**src/rtl/pm_evt_pkg.sv**
```systemverilog
package pm_evt_pkg;
  localparam int unsigned REG_W  = 16;
  localparam int unsigned GPE_W  = 8;
  localparam int unsigned RD_W   = 32;
  localparam int unsigned OFF_W  = 6;

  localparam logic [OFF_W-1:0] OFF_STS  = 6'h00;
  localparam logic [OFF_W-1:0] OFF_EN   = 6'h02;
  localparam logic [OFF_W-1:0] OFF_CTL  = 6'h04;
  localparam logic [OFF_W-1:0] OFF_TMR  = 6'h08;
  localparam logic [OFF_W-1:0] OFF_GSTS = 6'h0C;
  localparam logic [OFF_W-1:0] OFF_GEN  = 6'h0E;

  localparam int unsigned BIT_TMR = 0;
  localparam int unsigned BIT_GBL = 5;
  localparam int unsigned BIT_PWR = 8;
  localparam int unsigned BIT_RTC = 10;
  localparam int unsigned BIT_HP  = 1;
  localparam int unsigned BIT_SCIEN = 0;

  localparam logic [REG_W-1:0] SCI_SRC_MASK =
    REG_W'((1 << BIT_TMR) | (1 << BIT_GBL) | (1 << BIT_PWR) | (1 << BIT_RTC));

  localparam logic [7:0] CMD_SCI_ON  = 8'hF1;
  localparam logic [7:0] CMD_SCI_OFF = 8'hF0;
endpackage

```
**src/rtl/pm_decode.sv**
```systemverilog
module pm_decode #(
  parameter int unsigned ADDR_W    = 16,
  parameter int unsigned WIN_BYTES = 64
) (
  input  logic [ADDR_W-1:0] addr,
  input  logic [ADDR_W-1:0] base,
  input  logic              win_en,
  output logic              hit,
  output logic [$clog2(WIN_BYTES)-1:0] offset
);
  localparam int unsigned OFS_W = $clog2(WIN_BYTES);
  localparam logic [ADDR_W-1:0] WIN_MASK = ~ADDR_W'(WIN_BYTES - 1);

  assign hit    = win_en && ((addr & WIN_MASK) == (base & WIN_MASK));
  assign offset = addr[OFS_W-1:0];
endmodule

```
**src/rtl/pm_free_timer.sv**
```systemverilog
module pm_free_timer #(
  parameter int unsigned TMR_W = 24
) (
  input  logic             clk,
  input  logic             rst_n,
  output logic [TMR_W-1:0] count,
  output logic             msb_flip
);
  localparam logic [TMR_W-2:0] LOW_ONES = '1;

  always_ff @(posedge clk) begin
    if (!rst_n) count <= '0;
    else        count <= count + 1'b1;
  end

  // High in the cycle whose increment changes the top bit.
  assign msb_flip = (count[TMR_W-2:0] == LOW_ONES);

  p_count_step_r10: assert property (@(posedge clk) disable iff (!rst_n)
    1'b1 |=> count == TMR_W'($past(count) + 1'b1));
endmodule

```
**src/rtl/pm_event_regs.sv**
```systemverilog
module pm_event_regs
  import pm_evt_pkg::*;
(
  input  logic             clk,
  input  logic             rst_n,
  input  logic [REG_W-1:0] wdata,
  input  logic             wr_sts,
  input  logic             wr_en,
  input  logic             wr_ctl,
  input  logic             wr_gsts,
  input  logic             wr_gen,
  input  logic [REG_W-1:0] evt_set,
  input  logic [GPE_W-1:0] gpe_set,
  input  logic             tmr_flip,
  input  logic             cmd_on,
  input  logic             cmd_off,
  output logic [REG_W-1:0] sts,
  output logic [REG_W-1:0] en,
  output logic [REG_W-1:0] ctl,
  output logic [GPE_W-1:0] gsts,
  output logic [GPE_W-1:0] gen,
  output logic             sci
);
  logic [REG_W-1:0] sts_clr, sts_set;
  logic [GPE_W-1:0] gsts_clr;
  logic [REG_W-1:0] ctl_next;

  always_comb begin
    sts_clr  = wr_sts  ? wdata : '0;
    gsts_clr = wr_gsts ? wdata[GPE_W-1:0] : '0;
    sts_set  = evt_set;
    if (tmr_flip && en[BIT_TMR]) sts_set[BIT_TMR] = 1'b1;
    ctl_next = wr_ctl ? wdata : ctl;
    if (cmd_on)  ctl_next[BIT_SCIEN] = 1'b1;
    if (cmd_off) ctl_next[BIT_SCIEN] = 1'b0;
  end

  always_ff @(posedge clk) begin
    if (!rst_n) begin
      sts  <= '0;
      en   <= '0;
      ctl  <= '0;
      gsts <= '0;
      gen  <= '0;
    end else begin
      sts  <= (sts & ~sts_clr) | sts_set;
      gsts <= (gsts & ~gsts_clr) | gpe_set;
      ctl  <= ctl_next;
      if (wr_en)  en  <= wdata;
      if (wr_gen) gen <= wdata[GPE_W-1:0];
    end
  end

  assign sci = (|(sts & en & SCI_SRC_MASK)) || (gsts[BIT_HP] && gen[BIT_HP]);

  p_evt_sets_r5: assert property (@(posedge clk) disable iff (!rst_n)
    (|evt_set) |=> ((sts & $past(evt_set)) == $past(evt_set)));
  p_sci_on_r8: assert property (@(posedge clk) disable iff (!rst_n)
    cmd_on |=> ctl[BIT_SCIEN]);
  p_sci_off_r8: assert property (@(posedge clk) disable iff (!rst_n)
    cmd_off |=> !ctl[BIT_SCIEN]);
  p_tmr_gate_r11: assert property (@(posedge clk) disable iff (!rst_n)
    (tmr_flip && !en[BIT_TMR] && !evt_set[BIT_TMR] && !sts[BIT_TMR]) |=> !sts[BIT_TMR]);
endmodule

```
**src/rtl/pm_event_ctrl.sv**
```systemverilog
module pm_event_ctrl
  import pm_evt_pkg::*;
#(
  parameter int unsigned TMR_W     = 24,
  parameter int unsigned WIN_BYTES = 64
) (
  input  logic        clk,
  input  logic        rst_n,
  input  logic [15:0] cfg_base,
  input  logic        cfg_win_en,
  input  logic        cfg_smi_en,
  input  logic        req_valid,
  input  logic        req_write,
  input  logic [15:0] req_addr,
  input  logic [15:0] req_wdata,
  output logic        rsp_valid,
  output logic [31:0] rsp_rdata,
  input  logic [15:0] evt_set,
  input  logic [7:0]  gpe_set,
  input  logic        cmd_valid,
  input  logic [7:0]  cmd_byte,
  output logic        sci,
  output logic        smi
);
  localparam int unsigned OFS_W = $clog2(WIN_BYTES);

  logic             hit;
  logic [OFS_W-1:0] ofs;
  logic [TMR_W-1:0] tmr_cnt;
  logic             tmr_flip;
  logic [REG_W-1:0] sts, en, ctl;
  logic [GPE_W-1:0] gsts, gen;
  logic             wr_ok;
  logic [RD_W-1:0]  rd_mux;

  pm_decode #(.ADDR_W(16), .WIN_BYTES(WIN_BYTES)) u_dec (
    .addr(req_addr), .base(cfg_base), .win_en(cfg_win_en),
    .hit(hit), .offset(ofs)
  );

  pm_free_timer #(.TMR_W(TMR_W)) u_tmr (
    .clk(clk), .rst_n(rst_n), .count(tmr_cnt), .msb_flip(tmr_flip)
  );

  assign wr_ok = req_valid && req_write && hit;

  pm_event_regs u_regs (
    .clk(clk), .rst_n(rst_n), .wdata(req_wdata),
    .wr_sts (wr_ok && ofs == OFS_W'(OFF_STS)),
    .wr_en  (wr_ok && ofs == OFS_W'(OFF_EN)),
    .wr_ctl (wr_ok && ofs == OFS_W'(OFF_CTL)),
    .wr_gsts(wr_ok && ofs == OFS_W'(OFF_GSTS)),
    .wr_gen (wr_ok && ofs == OFS_W'(OFF_GEN)),
    .evt_set(evt_set), .gpe_set(gpe_set), .tmr_flip(tmr_flip),
    .cmd_on (cmd_valid && cmd_byte == CMD_SCI_ON),
    .cmd_off(cmd_valid && cmd_byte == CMD_SCI_OFF),
    .sts(sts), .en(en), .ctl(ctl), .gsts(gsts), .gen(gen), .sci(sci)
  );

  always_comb begin
    rd_mux = '0;
    if (hit) begin
      case (ofs)
        OFS_W'(OFF_STS):  rd_mux = RD_W'(sts);
        OFS_W'(OFF_EN):   rd_mux = RD_W'(en);
        OFS_W'(OFF_CTL):  rd_mux = RD_W'(ctl);
        OFS_W'(OFF_TMR):  rd_mux = RD_W'(tmr_cnt);
        OFS_W'(OFF_GSTS): rd_mux = RD_W'(gsts);
        OFS_W'(OFF_GEN):  rd_mux = RD_W'(gen);
        default:          rd_mux = '0;
      endcase
    end
  end

  always_ff @(posedge clk) begin
    if (!rst_n) begin
      rsp_valid <= 1'b0;
      rsp_rdata <= '0;
      smi       <= 1'b0;
    end else begin
      rsp_valid <= req_valid && !req_write;
      rsp_rdata <= (req_valid && !req_write) ? rd_mux : '0;
      smi       <= cmd_valid && cfg_smi_en;
    end
  end

  p_rsp_after_read_r4: assert property (@(posedge clk) disable iff (!rst_n)
    (req_valid && !req_write) |=> rsp_valid);
  p_smi_follow_r9: assert property (@(posedge clk) disable iff (!rst_n)
    (cmd_valid && cfg_smi_en) |=> smi);
  p_smi_quiet_r9: assert property (@(posedge clk) disable iff (!rst_n)
    !cmd_valid |=> !smi);
endmodule

```
**config.mk**
```make
export PLATFORM = sky130hd
export DESIGN_NAME = pm_event_ctrl
export DESIGN_NICKNAME = d
export VERILOG_FILES = /design/src/rtl/pm_evt_pkg.sv /design/src/rtl/pm_decode.sv /design/src/rtl/pm_free_timer.sv /design/src/rtl/pm_event_regs.sv /design/src/rtl/pm_event_ctrl.sv
export SDC_FILE = /design/constraint.sdc
export NUM_CORES = 1
export LEC_CHECK = 0
export ABC_CLOCK_PERIOD_IN_PS = 3600
export CAP_MARGIN = 20
export CORE_ASPECT_RATIO = 0.9
export CORE_MARGIN = 1.5
export CORE_UTILIZATION = 49
export DETAILED_ROUTE_END_ITERATION = 6
export PLACE_DENSITY = 0.8
export SETUP_SLACK_MARGIN = 0.15
export SYNTH_ARGS = -nofsm -noshare
export SYNTH_HDL_FRONTEND = slang
export SYNTH_SLANG_ARGS = --single-unit
```
**constraint.sdc**
```tcl
create_clock -name clk -period 3.6 [get_ports clk]
set_clock_uncertainty 0.2 [all_clocks]
set_input_delay 0.72 -clock clk [delete_from_list [all_inputs] [get_ports clk]]
set_output_delay 0.72 -clock clk [all_outputs]
set_load 0.01 [all_outputs]
```
==> results.yml <==
grt:
  grt_pass1_vias: 4602
  grt_pass1_wl_mm: 21.5
  use_met3_pct: 7.11
  grt.overflow.total: 0
  grt_usage_pct: 26.6
  antenna_found_initial: 0
  grt_start_max_net_pins: 106
  met1_usage_pct: 32.1
  grt.busiest_layer: "met2"
  use_met2_pct: 45.4
sta:
  fin_crit_ps: 2880
  tightest_slew_ps: 1020
  fmax_ghz: 0.347
  hold_viol_final: 0
  rsz0062_at_grt: "no"
  period_share_pct: 80.1
  whs_ps: 253
  setup_viol: 0
  tns_ps: 0
  drv_slew: 0
  maxSlewHeadroom_pct: 31.6
synth:
  synthTopCellsByCount: "114 x dfxtp_1, 72 x nand2_1, 33 x a31oi_1"
  synthesis.area_um2: 4840
  synth-edff-count: 0
  synth.area.top_cells: "dfxtp_1 47%, nand2_1 5.6%, mux2i_1 5.0%"
  synth_top_area_cell: "dfxtp_1"
  synth_ff_type: "dfxtp_1"
  yosys_warnings: 0
  synth-seq-cells: 114
  avgSynthCellArea_um2: 9.13
  synth_top_area_share_pct: 47.1
  postSynthCellCount: 530
  ys_seq_area_share_pct: 47.1
  ys_async_sr_fraction_pct: 0
  synth_most_common_cell: "dfxtp_1"
  synth_cell_type_count: 42
cts:
  insertion_delay_ps: 520
  cts_buffer_depth: 2
  numCtsBuffers: 17
  ctsResizeCount: 0
  cts-root-buf: "clkbuf_8"
  clock-sinks: 114
  ctsHoldBuffers: 0
  cts_tree: "yes"
  cts_post_setup_buffers_inserted: 0
  cts_max_level: 4
  clkTransAtPathRegs_ps: 60
min_path:
  worstHoldStart: "u_regs.ctl[7]$_SDFFE_PN0P_"
  hp-class: "flop to flop"
  min_to: "u_regs.ctl[7]$_SDFFE_PN0P_"
  hold_depth: 2
floorplanning:
  die_area_um2: 10500
  die_y_um: 97.3
  io_pins: 122
  start_util_pct: 50.1
  num_rows: 34
  die_w_um: 108
  design.core.area_um2: 9660
status:
  outcome: "finished, final reports clean"
cells_and_area:
  insertedDiodeCount: 0
  area_growth_pct: 37.3
  nets: 735
  final_layout_size_suffix_gt1_share_pct: 9.39
  fin_util_pct: 68.9
setup_path:
  r2r-end: "u_tmr.count[9]$_SDFF_PN0_"
  rr_worst_depth: 5
  crit_type: "flop to output port"
  r2r-start: "u_tmr.count[5]$_SDFF_PN0_"
  end_kind: "output port"
  reg2reg_setup_slack_ps: 1200
  start_kind: "flop"
  critPathRequiredTime_ps: 2680
  crit_fanout: 3
  arrival_ps: 1960
routing:
  via_count: 4512
  drt-total-wl_mm: 13.4
  drtIter0Drc: 437
  vias_per_cell: 5.74
  dr.pass1.iters: 6
  drt.antenna.violating_nets: 0
  drc: 0
  wl_per_cell_um: 17.1
power:
  ir_drop_mv: 0.281
  power_density_nw_per_um2: 471
  leakagePower_uw: 0.00240
placement:
  gp_congestion: 0.799
  io_buffers: 107
  place_hpwl_mm: 8.99
flow_run:
  maxCapViolCount: 0
-- power breakdown --
group	internal (µW)	switching, µW	total [µW]
clock network	1040	591	1630
logic	112	86.8	199
registers	1290	16.5	1300
-- placed cells by master, fill, tap and decap left out, drive strengths merged, types with 4 or more instances in the layout --
master         netlist  layout
nor4                 5       5
nor2                 5       5
a21oi                8       8
nor3                 7       7
and2                28      28
nand4                9       9
nand3               28      28
buf                 12      18
nand2               72      72
mux2i               24      24
clkbuf              21      20
dfxtp              114     114
o21ai               26      26
and3                 5       5
nor2b                4       4
clkinv               0       5
or4                  4       4
inv                 27      28
a222oi               9       9
clkinvlp             0       4
xnor2               18      18
a22oi               25      25
xor2                13      13
a21boi              17      17
a31oi               33      33
conb                 1       8
clkdlybuf4s50        0     106
-- per-layer routing --
metal	vias to the layer above	share of wire, %
met5	-	0
met4	0	1.9
met3	29	9.3
met2	242	49
met1	2137	39
li1	2104	-
-- area by class of cell --
cell class | count | area [µm²]
multi-input cells | 363 | 2330
clock inverters | 12 | 131
flip-flops and latches | 114 | 2280
well taps | 126 | 158
repair buffers | 124 | 1190
clock buffers | 20 | 455
inverters | 27 | 101
fillers | 746 | 3010
-- cells by family after synthesis --
kind of cell	Yosys count	share of synthesized area, %
AND/OR/NAND/NOR	178	19.5
multiplexers	24	4.96
adder cells (fa/ha/maj)	1	0.258
other	1	0.0775
buffers and inverters	60	5.56
XOR/XNOR	31	5.61
AO/OA/AOI/OAI	121	16.9
flip-flops	114	47.1
-- metrics by stage --
step	instance area (µm²)	setup WS, ps	power, µW	instances
2_1_floorplan	4870	864	1410	537
3_3_place_gp	6060	332	1520	754
3_5_place_dp	6060	286	1520	754
4_1_cts	6650	739	3130	786
5_1_grt	6650	680	3220	786
6_report	6650	716	3130	786
-- registers in the layout, indices dropped and copies added, names as in the netlist --
register and flops:
rsp_valid 1, smi 1, u_regs.gen 8, u_regs.gsts 8
u_tmr.count 24, u_regs.sts 16, rsp_rdata 24, u_regs.ctl 16
u_regs.en 16
-- critical path, stage by stage, from the launching register on --
cell and delay (ps):
dfxtp_1 330, a222oi_1 420, nand2_1 170, clkdlybuf4s50_1 520
-- worst max-delay path by stage --
stage	startpoint	to	slack (ps)
2_1_floorplan	cfg_base[15]	rsp_rdata[10]$_SDFF_PN0_	860
3_3_place_gp	cfg_base[15]	rsp_rdata[13]$_SDFF_PN0_	330
3_5_place_dp	cfg_base[15]	rsp_rdata[9]$_SDFF_PN0_	290
4_1_cts	u_regs.sts[10]$_SDFF_PN0_	sci	740
5_1_grt	u_regs.en[0]$_SDFFE_PN0P_	sci	680
6_report	u_regs.sts[10]$_SDFF_PN0_	sci	720
Note: power is estimated with default switching activity, not from simulation.
